**src/rtl/mdio_pkg.sv**
```systemverilog
`timescale 1ns/1ps
package mdio_pkg;
  typedef enum logic [1:0] {
    OPC_WRITE = 2'b01,
    OPC_READ  = 2'b10
  } mdio_opc_e;

  localparam logic [1:0] SOF_PAT   = 2'b01;
  localparam logic [1:0] TA_WR_PAT = 2'b10;
  localparam int         FIXED_HDR = 4;   // start pattern + opcode
  localparam int         TA_BITS   = 2;

  function automatic int frame_len(int pre, int phy_w, int reg_w, int data_w);
    return pre + FIXED_HDR + phy_w + reg_w + TA_BITS + data_w;
  endfunction
endpackage

```
**src/rtl/mdio_clk_gen.sv**
```systemverilog
`timescale 1ns/1ps
module mdio_clk_gen #(
  parameter int DIV_W    = 8,
  parameter int MIN_HALF = 20
) (
  input  logic             clk,
  input  logic             rst,
  input  logic             load,
  input  logic             run,
  input  logic [DIV_W-1:0] half_in,
  output logic             mdc,
  output logic             rise,
  output logic             slot_end
);
  localparam logic [DIV_W-1:0] MIN_V = DIV_W'(MIN_HALF);
  localparam logic [DIV_W:0]   ONE   = (DIV_W+1)'(1);

  logic [DIV_W-1:0] half_q;
  logic [DIV_W:0]   cnt;
  logic [DIV_W:0]   rise_at;
  logic [DIV_W:0]   last_at;
  logic [DIV_W-1:0] half_eff;

  assign half_eff = (half_in < MIN_V) ? MIN_V : half_in;
  assign rise_at  = {1'b0, half_q} - ONE;
  assign last_at  = {half_q, 1'b0} - ONE;
  assign rise     = run && (cnt == rise_at);
  assign slot_end = run && (cnt == last_at);

  always_ff @(posedge clk) begin
    if (rst) begin
      half_q <= MIN_V;
      cnt    <= '0;
      mdc    <= 1'b0;
    end else if (load) begin
      half_q <= half_eff;
      cnt    <= '0;
      mdc    <= 1'b0;
    end else if (run) begin
      if (slot_end) begin
        cnt <= '0;
        mdc <= 1'b0;
      end else begin
        cnt <= cnt + ONE;
        if (rise) mdc <= 1'b1;
      end
    end else begin
      cnt <= '0;
      mdc <= 1'b0;
    end
  end
endmodule

```
**src/rtl/mdio_frame_seq.sv**
```systemverilog
`timescale 1ns/1ps
module mdio_frame_seq
  import mdio_pkg::*;
#(
  parameter int PRE_LEN = 32,
  parameter int PHY_W   = 5,
  parameter int REG_W   = 5,
  parameter int DATA_W  = 16,
  parameter int SLOT_W  = 7
) (
  input  logic              clk,
  input  logic              rst,
  input  logic              start,
  input  logic              rd_nwr,
  input  logic [PHY_W-1:0]  phy_addr,
  input  logic [REG_W-1:0]  reg_addr,
  input  logic [DATA_W-1:0] wr_data,
  input  logic              slot_end,
  output logic              accept,
  output logic              finish,
  output logic              busy,
  output logic              done,
  output logic              is_read,
  output logic [SLOT_W-1:0] slot,
  output logic              mdio_o,
  output logic              mdio_oe
);
  localparam int FRAME_BITS = frame_len(PRE_LEN, PHY_W, REG_W, DATA_W);
  localparam logic [SLOT_W-1:0] HDR_END   = SLOT_W'(PRE_LEN + FIXED_HDR + PHY_W + REG_W);
  localparam logic [SLOT_W-1:0] IDLE_SLOT = SLOT_W'(FRAME_BITS);

  logic [FRAME_BITS-1:0] frame_w;
  logic [FRAME_BITS-1:0] shreg;
  logic [SLOT_W-1:0]     nxt;
  logic                  oe_next;

  // Assemble the complete outgoing bit stream; read tail bits are never driven.
  always_comb begin
    frame_w = {{PRE_LEN{1'b1}}, SOF_PAT,
               (rd_nwr ? OPC_READ : OPC_WRITE),
               phy_addr, reg_addr,
               (rd_nwr ? 2'b00 : TA_WR_PAT),
               (rd_nwr ? {DATA_W{1'b0}} : wr_data)};
  end

  assign accept  = start && !busy;
  assign finish  = busy && slot_end && (slot == IDLE_SLOT);
  assign nxt     = slot + SLOT_W'(1);
  assign oe_next = (nxt < HDR_END) || (!is_read && (nxt < IDLE_SLOT));

  always_ff @(posedge clk) begin
    if (rst) begin
      busy    <= 1'b0;
      done    <= 1'b0;
      is_read <= 1'b0;
      slot    <= '0;
      shreg   <= '0;
      mdio_o  <= 1'b0;
      mdio_oe <= 1'b0;
    end else begin
      done <= 1'b0;
      if (accept) begin
        busy    <= 1'b1;
        is_read <= rd_nwr;
        slot    <= '0;
        mdio_o  <= frame_w[FRAME_BITS-1];
        mdio_oe <= 1'b1;
        shreg   <= {frame_w[FRAME_BITS-2:0], 1'b0};
      end else if (finish) begin
        busy    <= 1'b0;
        done    <= 1'b1;
        mdio_o  <= 1'b0;
        mdio_oe <= 1'b0;
      end else if (busy && slot_end) begin
        slot    <= nxt;
        mdio_oe <= oe_next;
        mdio_o  <= oe_next & shreg[FRAME_BITS-1];
        shreg   <= {shreg[FRAME_BITS-2:0], 1'b0};
      end
    end
  end
endmodule

```
**src/rtl/mdio_rd_capture.sv**
```systemverilog
`timescale 1ns/1ps
module mdio_rd_capture #(
  parameter int DATA_W     = 16,
  parameter int SLOT_W     = 7,
  parameter int ACK_SLOT   = 47,
  parameter int DATA_FIRST = 48
) (
  input  logic              clk,
  input  logic              rst,
  input  logic              clear,
  input  logic              is_read,
  input  logic              rise,
  input  logic [SLOT_W-1:0] slot,
  input  logic              mdio_i,
  input  logic              finish,
  output logic [DATA_W-1:0] rd_data,
  output logic              phy_ack
);
  localparam logic [SLOT_W-1:0] ACK_S = SLOT_W'(ACK_SLOT);
  localparam logic [SLOT_W-1:0] D_LO  = SLOT_W'(DATA_FIRST);
  localparam logic [SLOT_W-1:0] D_HI  = SLOT_W'(DATA_FIRST + DATA_W);

  logic              ack_q;
  logic [DATA_W-1:0] data_q;
  logic              in_data;

  assign in_data = (slot >= D_LO) && (slot < D_HI);

  always_ff @(posedge clk) begin
    if (rst) begin
      ack_q   <= 1'b0;
      data_q  <= '0;
      rd_data <= '0;
      phy_ack <= 1'b0;
    end else begin
      if (clear) begin
        ack_q  <= 1'b0;
        data_q <= '0;
      end else if (rise && is_read) begin
        if (slot == ACK_S) ack_q <= ~mdio_i;
        if (in_data)       data_q <= {data_q[DATA_W-2:0], mdio_i};
      end
      if (finish) begin
        phy_ack <= is_read && ack_q;
        rd_data <= (is_read && ack_q) ? data_q : '0;
      end
    end
  end
endmodule

```
**src/rtl/mdio_master.sv**
```systemverilog
`timescale 1ns/1ps
module mdio_master
  import mdio_pkg::*;
#(
  parameter int PRE_LEN  = 32,
  parameter int PHY_W    = 5,
  parameter int REG_W    = 5,
  parameter int DATA_W   = 16,
  parameter int DIV_W    = 8,
  parameter int MIN_HALF = 20
) (
  input  logic              clk,
  input  logic              rst,
  input  logic              start,
  input  logic              rd_nwr,
  input  logic [PHY_W-1:0]  phy_addr,
  input  logic [REG_W-1:0]  reg_addr,
  input  logic [DATA_W-1:0] wr_data,
  input  logic [DIV_W-1:0]  half_period,
  output logic              busy,
  output logic              done,
  output logic [DATA_W-1:0] rd_data,
  output logic              phy_ack,
  output logic              mdc,
  output logic              mdio_o,
  output logic              mdio_oe,
  input  logic              mdio_i
);
  localparam int FRAME_BITS = frame_len(PRE_LEN, PHY_W, REG_W, DATA_W);
  localparam int SLOT_W     = $clog2(FRAME_BITS + 1);
  localparam int HDR_END    = PRE_LEN + FIXED_HDR + PHY_W + REG_W;
  localparam int ACK_SLOT   = HDR_END + 1;
  localparam int DATA_FIRST = HDR_END + TA_BITS;

  logic              accept;
  logic              finish;
  logic              is_read;
  logic              rise;
  logic              slot_end;
  logic [SLOT_W-1:0] slot;

  mdio_clk_gen #(.DIV_W(DIV_W), .MIN_HALF(MIN_HALF)) u_clk (
    .clk(clk), .rst(rst), .load(accept), .run(busy),
    .half_in(half_period), .mdc(mdc), .rise(rise), .slot_end(slot_end)
  );

  mdio_frame_seq #(.PRE_LEN(PRE_LEN), .PHY_W(PHY_W), .REG_W(REG_W),
                   .DATA_W(DATA_W), .SLOT_W(SLOT_W)) u_seq (
    .clk(clk), .rst(rst), .start(start), .rd_nwr(rd_nwr),
    .phy_addr(phy_addr), .reg_addr(reg_addr), .wr_data(wr_data),
    .slot_end(slot_end), .accept(accept), .finish(finish),
    .busy(busy), .done(done), .is_read(is_read), .slot(slot),
    .mdio_o(mdio_o), .mdio_oe(mdio_oe)
  );

  mdio_rd_capture #(.DATA_W(DATA_W), .SLOT_W(SLOT_W),
                    .ACK_SLOT(ACK_SLOT), .DATA_FIRST(DATA_FIRST)) u_cap (
    .clk(clk), .rst(rst), .clear(accept), .is_read(is_read), .rise(rise),
    .slot(slot), .mdio_i(mdio_i), .finish(finish),
    .rd_data(rd_data), .phy_ack(phy_ack)
  );
endmodule

```
**config.mk**
```make
export PLATFORM = sky130hd
export DESIGN_NAME = mdio_master
export DESIGN_NICKNAME = d
export VERILOG_FILES = /design/src/rtl/mdio_pkg.sv /design/src/rtl/mdio_clk_gen.sv /design/src/rtl/mdio_frame_seq.sv /design/src/rtl/mdio_rd_capture.sv /design/src/rtl/mdio_master.sv
export SDC_FILE = /design/constraint.sdc
export NUM_CORES = 1
export LEC_CHECK = 0
export ABC_AREA = 0
export CAP_MARGIN = 15
export CORE_MARGIN = 5
export CORE_UTILIZATION = 60
export DETAILED_ROUTE_END_ITERATION = 10
export GPL_TIMING_DRIVEN = 0
export PLACE_DENSITY = 0.93
export SETUP_SLACK_MARGIN = 0.4
export SYNTH_ARGS = -nofsm -noshare
export SYNTH_HDL_FRONTEND = slang
export SYNTH_HIERARCHICAL = 1
export SYNTH_SLANG_ARGS = --single-unit
```
**constraint.sdc**
```tcl
create_clock -name clk -period 10.3 [get_ports clk]
set_clock_uncertainty 0.2 [all_clocks]
set_input_delay 1.545 -clock clk [delete_from_list [all_inputs] [get_ports clk]]
set_output_delay 1.545 -clock clk [all_outputs]
set_load 0.02 [all_outputs]
```
==> key figures <==
Route
  – ANT nets after route: 0
  – Routed WL: 13.4 mm
  – Wire per inst: 16.1 µm
  – Vias per cell: 5.97
  – Drt first pass iters: 7
  – DRC: 0
  – Vias: 4954
  – Iter 0 DRT Violations: around 460

GRT
  – GRT Util Overall: 24.0%
  – Vias in the first global route: 4727
  – Global-route wire length before repair: between 20 and 25 mm
  – Pin count of the biggest net entering global routing: 17
  – Total gr overflow: 0
  – Antenna violations before repair: 0

Cells and area
  – ANT cells: 0
  – Commonest non-fill, non-tap cells in the layout: 137 x nor2_1, 127 x dfxtp_1, 60 x clkdlybuf4s50_1
  – Layout Area Growth over Synthesis: 25.6%
  – Commonest non-fill, non-tap cell in the layout: nor2_1
  – Final nets: 752
  – Share of cells above drive strength 1: between 10% and 20%

Timing
  – Period utilisation layout: between 40% and 50%
  – Normalized max-slew margin: just over 60%
  – Worst Tran Pin Value: slightly below 0.6 ns
  – Max Fclk: 0.239 GHz
  – Total negative slack: 0 ns
  – Final setup viols: 0
  – Minimum clock period: approximately 4.2 ns
  – RSZ-0062 raised after global routing: false
  – Final worst slack: 6.12 ns
  – Final Slew Violations: 0
  – Final hold vios: 0

Power
  – VDD IR max: 0.176 mV
  – Pleak: 0.00253 µW
  – Final total power: 1260 µW
  – Power per cell area: 186 mW/mm²

Floorplan
  – FP Rows: 34
  – Die H: 105 µm
  – # IOs: 61
  – Initial core utilization: 61.8%
  – Die Wd: 105 µm
  – Core area: 0.00876 mm²
  – Die area: 0.0110 mm²

Place
  – Pre-CTS setup slack: 5.99 ns
  – Port bufs: 60
  – Routability cong.: 0.843
  – DP HPWL: 8.69 mm

Clocking
  – # H-tree levels: 4
  – CTS tree: done
  – Cts bufs inserted: 17
  – Post CTS Setup Buffer Count: 0
  – Clock Latency Late Sink: 0.50 ns
  – Post-CTS Hold Buffers: 0
  – Sinks on Clock Net: approximately 130
  – Clock buffer depth: 2
  – Clock Pin Slew Worst Setup and Hold Paths: 0.06 ns
  – Root buffer cell: clkbuf_8
  – # resized after CTS: 0

Yosys
  – Mean Syn Cell Area: 8.60 µm²
  – Post-synth EDFFs: 0
  – Yosys reg bits: between 100 and 150
  – Syn nets: 673
  – Yosys warnings: 6
  – Sequential area share after synthesis: 46.9%
  – Async SR Flop Fraction: 0%
  – Post-synthesis cell count: between 600 and 700
  – Predominant post-synthesis flop cell: dfxtp_1
  – Post-synthesis cell type count: between 50 and 60
  – Synth Cell Area: 0.00542 mm²

Critical path
  – Data arrival time of the worst path: 4.36 ns
  – CP Data Required Time: 10.48 ns
  – R2R setup slack: between 6 and 7 ns
  – CP Capture Type: flop
  – Crit path launch type: flop
  – Crit Path Max Fanout: 10
  – Crit Path Category: flop to flop

Job
  – Max-cap violations: 0

Status
  – Outcome: complete, no violations

Worst hold path
  – Worst hold path type: flop to flop
[stage by stage]
| step | cell area, µm² | hold slack [ns] | util [%] | std cells |
|---|---|---|---|---|
| floorplan | 5420 | 0.232 | - | 630 |
| global placement | 6150 | 0.244 | 70.2 | 798 |
| detailed placement | 6150 | 0.252 | 70.2 | 798 |
| CTS | 6810 | 0.258 | 77.7 | 830 |
| global route | 6810 | 0.270 | 77.7 | 830 |
| finish | 6810 | 0.271 | 77.7 | 830 |
[cell families after synthesis]
group	count (synthesis)	share of synthesized area, %
DFF	127	46.9
and+or+nand+nor	252	21.7
adders and majority gates	4	0.924
AOI/OAI and AO/OA	144	17.4
xor gates and xnor gates	35	5.66
muxes	4	0.739
buffers and inverters	64	6.65
[final cells by class]
cell class / count / area, µm²
flip-flops and latches: 127 / 2540
multi-input cells: 439 / 2520
fillers: 565 / 1960
well taps: 108 / 135
clock buffers: 19 / 442
repair buffers: 60 / 601
plain buffers: 52 / 315
inverters: 12 / 45.0
clock inverters: 13 / 209
[cells in the mapped netlist (all sizes together), types with 2 or more instances]
cell type,number,area share [%]
and3,5,0.60
nor2b,4,0.46
a22o,3,0.48
dfxtp,127,47
nor2,139,9.7
nor4,4,0.85
inv,11,0.76
o22ai,2,0.23
buf,33,4.5
a21oi,42,4.1
o211ai,2,0.28
ha,4,0.92
nand2b,3,0.35
a211oi,16,2.2
mux2i,4,0.74
or2,3,0.35
xnor2,20,3.2
nor3b,2,0.37
o311ai,2,0.32
a221oi,2,0.32
clkbuf,19,1.3
nand3,25,2.3
and2,2,0.23
o21ai,37,3.4
nand4,3,0.35
a222oi,12,2.2
or3,2,0.23
a22oi,18,2.5
nand2,16,1.1
nor3,37,3.6
xor2,15,2.4
and4,2,0.37
[routing by layer]
metal | share of wire [%] | wire length, µm | global-route usage [%] | vias to the layer above
met5 | 0 | 0 | 0 | -
li1 | - | - | - | 2368
met3 | 6.4 | 853 | 5.43 | 20
met4 | 1.6 | 211 | 8.49 | 0
met1 | 42 | 5600 | 29.3 | 2335
met2 | 50 | 6710 | 41.3 | 231
[path summary, 6_finish.rpt]
path | endpoint | cells after the start | from
worst min register to register | u_clk/mdc | 1 | u_clk/mdc
worst max-delay path | u_cap/rd_data[4] | 16 | u_clk/half_q[0]
worst max register to register | u_cap/rd_data[4] | 16 | u_clk/half_q[0]
worst min-delay path | u_clk/mdc | 1 | u_clk/mdc
[worst max-delay path: stages, from the launching register on]
cell and delay, ns:
dfxtp_1 0.48, inv_1 0.11, ha_1 0.22, buf_4 0.16
xnor2_1 0.12, a2111oi_0 0.43, o21ai_0 0.19, nor3_2 0.19
and3_1 0.21, and2_1 0.22, clkbuf_1 0.45, nand2_1 0.18
inv_1 0.12, clkinv_1 0.24, buf_2 0.27, a22oi_1 0.21
nor2_1 0.06
[power by group]
part	switching, µW	leakage, µW	internal, µW
Clock	218	0.000310	431
Combinational	47.2	0.00118	43.5
Sequential	13.6	0.00104	511
[flip-flops by register name, summed over array words and instances, names as in the netlist]
signal,flops
u_seq/busy,1
u_seq/shreg,63
u_clk/mdc,1
u_seq/done,1
u_cap/rd_data,16
u_cap/ack_q,1
u_seq/mdio_o,1
u_seq/slot,7
u_seq/is_read,1
u_cap/phy_ack,1
u_clk/cnt,9
u_clk/half_q,8
u_seq/mdio_oe,1
u_cap/data_q,16
Power figures use the tool's default switching activity.
